File: src/rtl/gpc_pkg.sv
package gpc_pkg;
    localparam int WORD_W         = 32;
    localparam int CFG_W          = 10;
    localparam int CTRL_WORD_BASE = 'h180 / 4;
    localparam int STAT_WORD_BASE = 'h100 / 4;
    localparam int B_STS          = 12;
    localparam int B_IN           = 13;

    typedef enum logic [2:0] {
        TRIG_FALL   = 3'b000,
        TRIG_RISE   = 3'b001,
        TRIG_LVL_LO = 3'b010,
        TRIG_LVL_HI = 3'b011,
        TRIG_BOTH   = 3'b101
    } trig_e;

    // Packed so that it lines up with control word bits 9..0
    typedef struct packed {
        logic       mask;
        logic       dbs2;
        logic       dbs1;
        logic       tol;
        logic [2:0] trig;
        logic       ien;
        logic       dir;
        logic       dout;
    } pin_cfg_t;
endpackage

File: src/rtl/gpc_sync.sv
module gpc_sync #(
    parameter int W = 8
) (
    input  logic         clk,
    input  logic         rst_n,
    input  logic [W-1:0] d_i,
    output logic [W-1:0] q_o
);
    typedef struct packed {
        logic [W-1:0] s1;
        logic [W-1:0] s2;
    } sync_st_t;

    sync_st_t st_d, st_q;

    always_comb begin
        st_d    = st_q;
        st_d.s1 = d_i;
        st_d.s2 = st_q.s1;
    end

    always_ff @(posedge clk or negedge rst_n) begin
        if (!rst_n) st_q <= '0;
        else        st_q <= st_d;
    end

    assign q_o = st_q.s2;
endmodule

File: src/rtl/gpc_pin.sv
module gpc_pin
    import gpc_pkg::*;
(
    input  logic              clk,
    input  logic              rst_n,
    input  logic              wr_en_i,
    input  logic [CFG_W-1:0]  cfg_wr_i,
    input  logic              clr_i,
    input  logic              lvl_i,
    output logic              dout_o,
    output logic              dir_o,
    output logic              ien_o,
    output logic              msk_o,
    output logic              sts_o,
    output logic [WORD_W-1:0] word_o
);
    typedef struct packed {
        pin_cfg_t cfg;
        logic     sts;
        logic     prev;
    } pin_st_t;

    pin_st_t st_d, st_q;
    logic    hit;

    always_comb begin
        case (st_q.cfg.trig)
            TRIG_FALL:   hit = st_q.prev & ~lvl_i;
            TRIG_RISE:   hit = ~st_q.prev & lvl_i;
            TRIG_BOTH:   hit = st_q.prev ^ lvl_i;
            TRIG_LVL_LO: hit = ~lvl_i;
            TRIG_LVL_HI: hit = lvl_i;
            default:     hit = 1'b0;
        endcase

        st_d      = st_q;
        st_d.prev = lvl_i;
        if (wr_en_i) st_d.cfg = pin_cfg_t'(cfg_wr_i);
        // acknowledge takes priority over a detection in the same cycle
        if (wr_en_i && clr_i)              st_d.sts = 1'b0;
        else if (hit && !st_q.cfg.mask)    st_d.sts = 1'b1;
    end

    always_ff @(posedge clk or negedge rst_n) begin
        if (!rst_n) st_q <= '0;
        else        st_q <= st_d;
    end

    always_comb begin
        word_o              = '0;
        word_o[CFG_W-1:0]   = st_q.cfg;
        word_o[B_STS]       = st_q.sts;
        word_o[B_IN]        = lvl_i;
    end

    assign dout_o = st_q.cfg.dout;
    assign dir_o  = st_q.cfg.dir;
    assign ien_o  = st_q.cfg.ien;
    assign msk_o  = st_q.cfg.mask;
    assign sts_o  = st_q.sts;
endmodule

File: src/rtl/gpc_rdmux.sv
module gpc_rdmux
    import gpc_pkg::*;
#(
    parameter int NUM_PINS = 40,
    parameter int ADDR_W   = 8
) (
    input  logic [ADDR_W-1:0]   addr_i,
    input  logic [WORD_W-1:0]   words_i [NUM_PINS],
    input  logic [NUM_PINS-1:0] sts_i,
    output logic [WORD_W-1:0]   rdata_o
);
    localparam int NUM_BANKS = (NUM_PINS + 31) / 32;

    logic [NUM_BANKS*32-1:0] sts_pad;

    always_comb begin
        sts_pad                = '0;
        sts_pad[NUM_PINS-1:0]  = sts_i;
        rdata_o                = '0;
        for (int p = 0; p < NUM_PINS; p++) begin
            if (addr_i == ADDR_W'(CTRL_WORD_BASE + p)) rdata_o = words_i[p];
        end
        for (int b = 0; b < NUM_BANKS; b++) begin
            if (addr_i == ADDR_W'(STAT_WORD_BASE + b)) rdata_o = sts_pad[b*32 +: 32];
        end
    end
endmodule

File: src/rtl/gpio_pin_ctrl.sv
module gpio_pin_ctrl
    import gpc_pkg::*;
#(
    parameter int NUM_PINS = 40,
    parameter int ADDR_W   = 8
) (
    input  logic                clk,
    input  logic                rst_n,
    input  logic                bus_sel,
    input  logic                bus_wr,
    input  logic [ADDR_W-1:0]   bus_addr,
    input  logic [WORD_W-1:0]   bus_wdata,
    output logic [WORD_W-1:0]   bus_rdata,
    input  logic [NUM_PINS-1:0] pin_in,
    output logic [NUM_PINS-1:0] pin_out,
    output logic [NUM_PINS-1:0] pin_oe,
    output logic                irq
);
    logic [NUM_PINS-1:0] lvl;
    logic [NUM_PINS-1:0] wr_ctrl;
    logic [NUM_PINS-1:0] sts_vec;
    logic [NUM_PINS-1:0] ien_vec;
    logic [NUM_PINS-1:0] msk_vec;
    logic [WORD_W-1:0]   words [NUM_PINS];

    gpc_sync #(.W(NUM_PINS)) u_sync (
        .clk   (clk),
        .rst_n (rst_n),
        .d_i   (pin_in),
        .q_o   (lvl)
    );

    for (genvar i = 0; i < NUM_PINS; i++) begin : g_pin
        assign wr_ctrl[i] = bus_sel && bus_wr && (bus_addr == ADDR_W'(CTRL_WORD_BASE + i));

        gpc_pin u_pin (
            .clk      (clk),
            .rst_n    (rst_n),
            .wr_en_i  (wr_ctrl[i]),
            .cfg_wr_i (bus_wdata[CFG_W-1:0]),
            .clr_i    (bus_wdata[B_STS]),
            .lvl_i    (lvl[i]),
            .dout_o   (pin_out[i]),
            .dir_o    (pin_oe[i]),
            .ien_o    (ien_vec[i]),
            .msk_o    (msk_vec[i]),
            .sts_o    (sts_vec[i]),
            .word_o   (words[i])
        );
    end

    gpc_rdmux #(.NUM_PINS(NUM_PINS), .ADDR_W(ADDR_W)) u_rdmux (
        .addr_i  (bus_addr),
        .words_i (words),
        .sts_i   (sts_vec),
        .rdata_o (bus_rdata)
    );

    assign irq = |(sts_vec & ien_vec);
endmodule

File: config.mk
export PLATFORM = sky130hd
export DESIGN_NAME = gpio_pin_ctrl
export DESIGN_NICKNAME = d
export VERILOG_FILES = /design/src/rtl/gpc_pkg.sv /design/src/rtl/gpc_sync.sv /design/src/rtl/gpc_pin.sv /design/src/rtl/gpc_rdmux.sv /design/src/rtl/gpio_pin_ctrl.sv
export SDC_FILE = /design/constraint.sdc
export NUM_CORES = 1
export LEC_CHECK = 0
export BUFFER_PORTS_ARGS = -buffer_cell sky130_fd_sc_hd__buf_2
export CAP_MARGIN = 20
export CORE_MARGIN = 3
export CORE_UTILIZATION = 25
export DETAILED_ROUTE_END_ITERATION = 10
export HOLD_SLACK_MARGIN = 0.05
export SETUP_SLACK_MARGIN = 0.3
export SYNTH_ARGS = -nofsm -noshare
export SYNTH_HDL_FRONTEND = slang
export SYNTH_SLANG_ARGS = --single-unit
File: constraint.sdc
create_clock -name clk -period 4.6 [get_ports clk]
set_input_delay 0.92 -clock clk [delete_from_list [all_inputs] [get_ports clk]]
set_output_delay 0.92 -clock clk [all_outputs]
set_load 0.02 [all_outputs]
==> impl_metrics.ini <==
[run_status]
status = complete, no violations

[timing]
slew_headroom_pct = 26.5
rsz0062_at_grt = true
tightestPinTransition_ns = 1.10
max_freq_mhz = 230
slew_viol_final = 0
finClkSkew_ns = 0.0299
post-route-period-util_pct = 94.3
hold_ws_ns = 0.217
hold_viol = 0
worst_slack_ns = 0.261
period_needed_ns = 4.34
setup_tns_ns = 0
setup_viol = 0

[floorplanning]
die_w_um = 345
pin_count = 197
initial_core_util_pct = 25.4
dieArea_um2 = 119000
num_rows = 123
fp.coreArea_um2 = 113000
die_h_um = 345

[synthesis]
syn_nets = 2700
yosys_warnings = 0
synth.top_cell.area_share_pct = 48.7
ys.flop_type = dfrtp_1
synth-seq-area-share_pct = 48.7
synthCells = 2536
avgSynthCellArea_um2 = 11.3
synth_area_um2 = 28800
ys_async_sr_fraction_pct = 100
synth_cell_types = 80
synthTopCellsByArea = dfrtp_1 49%, mux2_2 16%, ha_1 3.5%
ys_ff_latch = 560
synth_edf_count = 0
yosysTopAreaCell = dfrtp_1

[global_route]
grtUsageTotal_pct = 19.9
antenna_found_initial = 9
grt_max_degree = 106
grt_pass1_vias = 23000
grt-ovfl-total = 0
grt_pass1_wl_um = 174000

[min_path]
min_path_type = input port to asynchronous set/reset pin

[final_layout]
final_common_cell = dfrtp_1
final_util_pct = 32.2
final_cell_mix = 560 x dfrtp_1, 421 x mux2_2, 335 x buf_4
nNetsFinal = 3083
fillers = 11600
drive_gt1_share_pct = 40.3
area_growth_pct = 26.7
multiInputGateArea_um2 = 13700
seqCellArea_um2 = 14000

[drt]
firstDrtPassIters = 8
vias_per_cell = 5.18
wl_per_cell_um = 27.2
vias = 23200
drt_iter0_drc = 2534
drtAntennaViolNets = 0
drt_wl_total_um = 122000
drc = 0

[setup_path]
cp_max_fo = 7
cp_common_cell = buf_4
crit_arrival_ns = 3.42
path_buf_inv = 7
cp-startpoint = bus_addr[2]
worst-setup-path-type = input port to output port
critical-path-slowest-cell = nor3_2
slowest_delay_ns = 0.30
cp-start-kind = input port
end_kind = output port
path_cells = buf_8, buf_12, buf_4, inv_1, buf_4, a21oi_1, o21a_1, nor3_2, nor3_1, o211a_1, o31ai_4, buf_6, buf_4
crit_required_ns = 3.68
crit_family = buffers and inverters
r2r-start = u_sync.q_o[32]$_DFF_PN0_

[flow_run]
drv_cap = 0

[clocking]
postCtsHoldBufs = 0
cts_root_buffer = clkbuf_16
insertion_delay_ns = 0.64
cts_buffers = 66
clock_sinks = 560
clk_path_buf_depth = 3
clk_pin_slew_ns = 0.06
cts-htree-levels = 3
tritoncts = done

[place]
pre_cts_ws_ns = -0.620
hpwl_um = 91000
gp_congestion = 1.02
io_buffers = 175

[power]
power_density_nw_per_um2 = 326
total_leakage_power_nw = 17.4
ir_drop_uv = 229
cells by family after synthesis:
family,synth area share (%)
adder cells (fa/ha/maj),3.48
flip-flops,48.7
AO/OA/AOI/OAI,12.5
XOR/XNOR,1.22
multiplexers,19.3
AND/OR/NAND/NOR,9.07
buffers and inverters,5.73
metrics by stage:
step / instance area (um2) / instances / power [mW]
after floorplan: 28800 / 2536 / 5.79
after global placement: 33000 / 4312 / 6.39
after detailed placement: 33100 / 4313 / 6.41
after CTS: 35900 / 4447 / 11.9
after global routing: 36400 / 4467 / 12.3
final: 36400 / 4473 / 11.9
cells in the mapped netlist, drive strengths merged (16+ instances only):
| cell | n |
|---|---|
| a21oi | 134 |
| o21ai | 82 |
| nor3b | 40 |
| mux2 | 421 |
| o22ai | 32 |
| nor3 | 47 |
| and3 | 23 |
| inv | 89 |
| nor2b | 44 |
| xor2 | 38 |
| mux2i | 55 |
| a221oi | 16 |
| ha | 80 |
| clkbuf | 88 |
| dfrtp | 560 |
| a211oi | 83 |
| a31oi | 27 |
| nand2 | 95 |
| nand3 | 31 |
| buf | 149 |
| nor2 | 164 |
| a22oi | 48 |
worst reg2reg max path: stages (launching register included):
cell	delay (ns)
dfrtp_1	0.48
inv_1	0.13
ha_1	0.19
nor2b_1	0.13
a211oi_1	0.26
a211oi_1	0.08
a21oi_1	0.22
nor2_1	0.06
nor2_1	0.09
a31oi_1	0.05
final timing paths:
| path | end | slack, ns | cells past startpoint |
|---|---|---|---|
| setup / recovery | bus_rdata[7] | 0.26 | 13 |
| hold / removal | g_pin[36].u_pin.word_o[5]$_DFFE_PN0P_ | 0.22 | 1 |
| setup reg to reg | g_pin[32].u_pin.sts_o$_DFFE_PN0P_ | 2.80 | 9 |
| hold reg to reg | u_sync.q_o[8]$_DFF_PN0_ | 0.33 | 0 |
| max in group asynchronous | u_sync.st_d[6]$_DFF_PN0_ | 3.16 | 3 |
| min in group clk | u_sync.q_o[8]$_DFF_PN0_ | 0.33 | 0 |
report_power, final:
part | internal (mW) | switching [mW]
Clock | 3.28 | 2.17
Combinational | 0.445 | 0.731
Sequential | 5.08 | 0.159
Total | 8.81 | 3.06
final cells by class:
| type | count | area share [%] |
|---|---|---|
| inverter | 91 | 0.948 |
| clock inverter | 19 | 0.982 |
| antenna | 6 | 0.0412 |
| timing repair buffer | 552 | 11.7 |
| sequential | 560 | 38.5 |
| tap | 1500 | 5.15 |
| clock buffer | 97 | 5.13 |
| multi-input combinational | 1648 | 37.6 |
routing by layer:
layer	up-vias	part of all wire, %	GRT usage, %
li1	9981	-	-
met1	12000	43	27.7
met2	1007	44	30.7
met3	214	8.6	4.59
met4	6	3.4	6.17
met5	-	0.039	0
registers in the layout, summed over array words and instances, names as in the netlist:
signal / flops
u_sync.q_o: 40
g_pin.u_pin.ien_o: 40
g_pin.u_pin.sts_o: 40
u_sync.st_d: 40
g_pin.u_pin.word_o: 240
g_pin.u_pin.msk_o: 40
g_pin.u_pin.dir_o: 40
g_pin.u_pin.st_q: 40
g_pin.u_pin.dout_o: 40
repair_timing:
item | in CTS | in global routing
gates cloned | 4 | 0
gates resized for setup | 103 | 81
pin swaps | 22 | 30
hold endpoints to repair | 0 | 0
buffers inserted | 14 | 18
endpoints found under the setup margin | 12 | 12
Note: power is estimated with default switching activity, not from simulation.
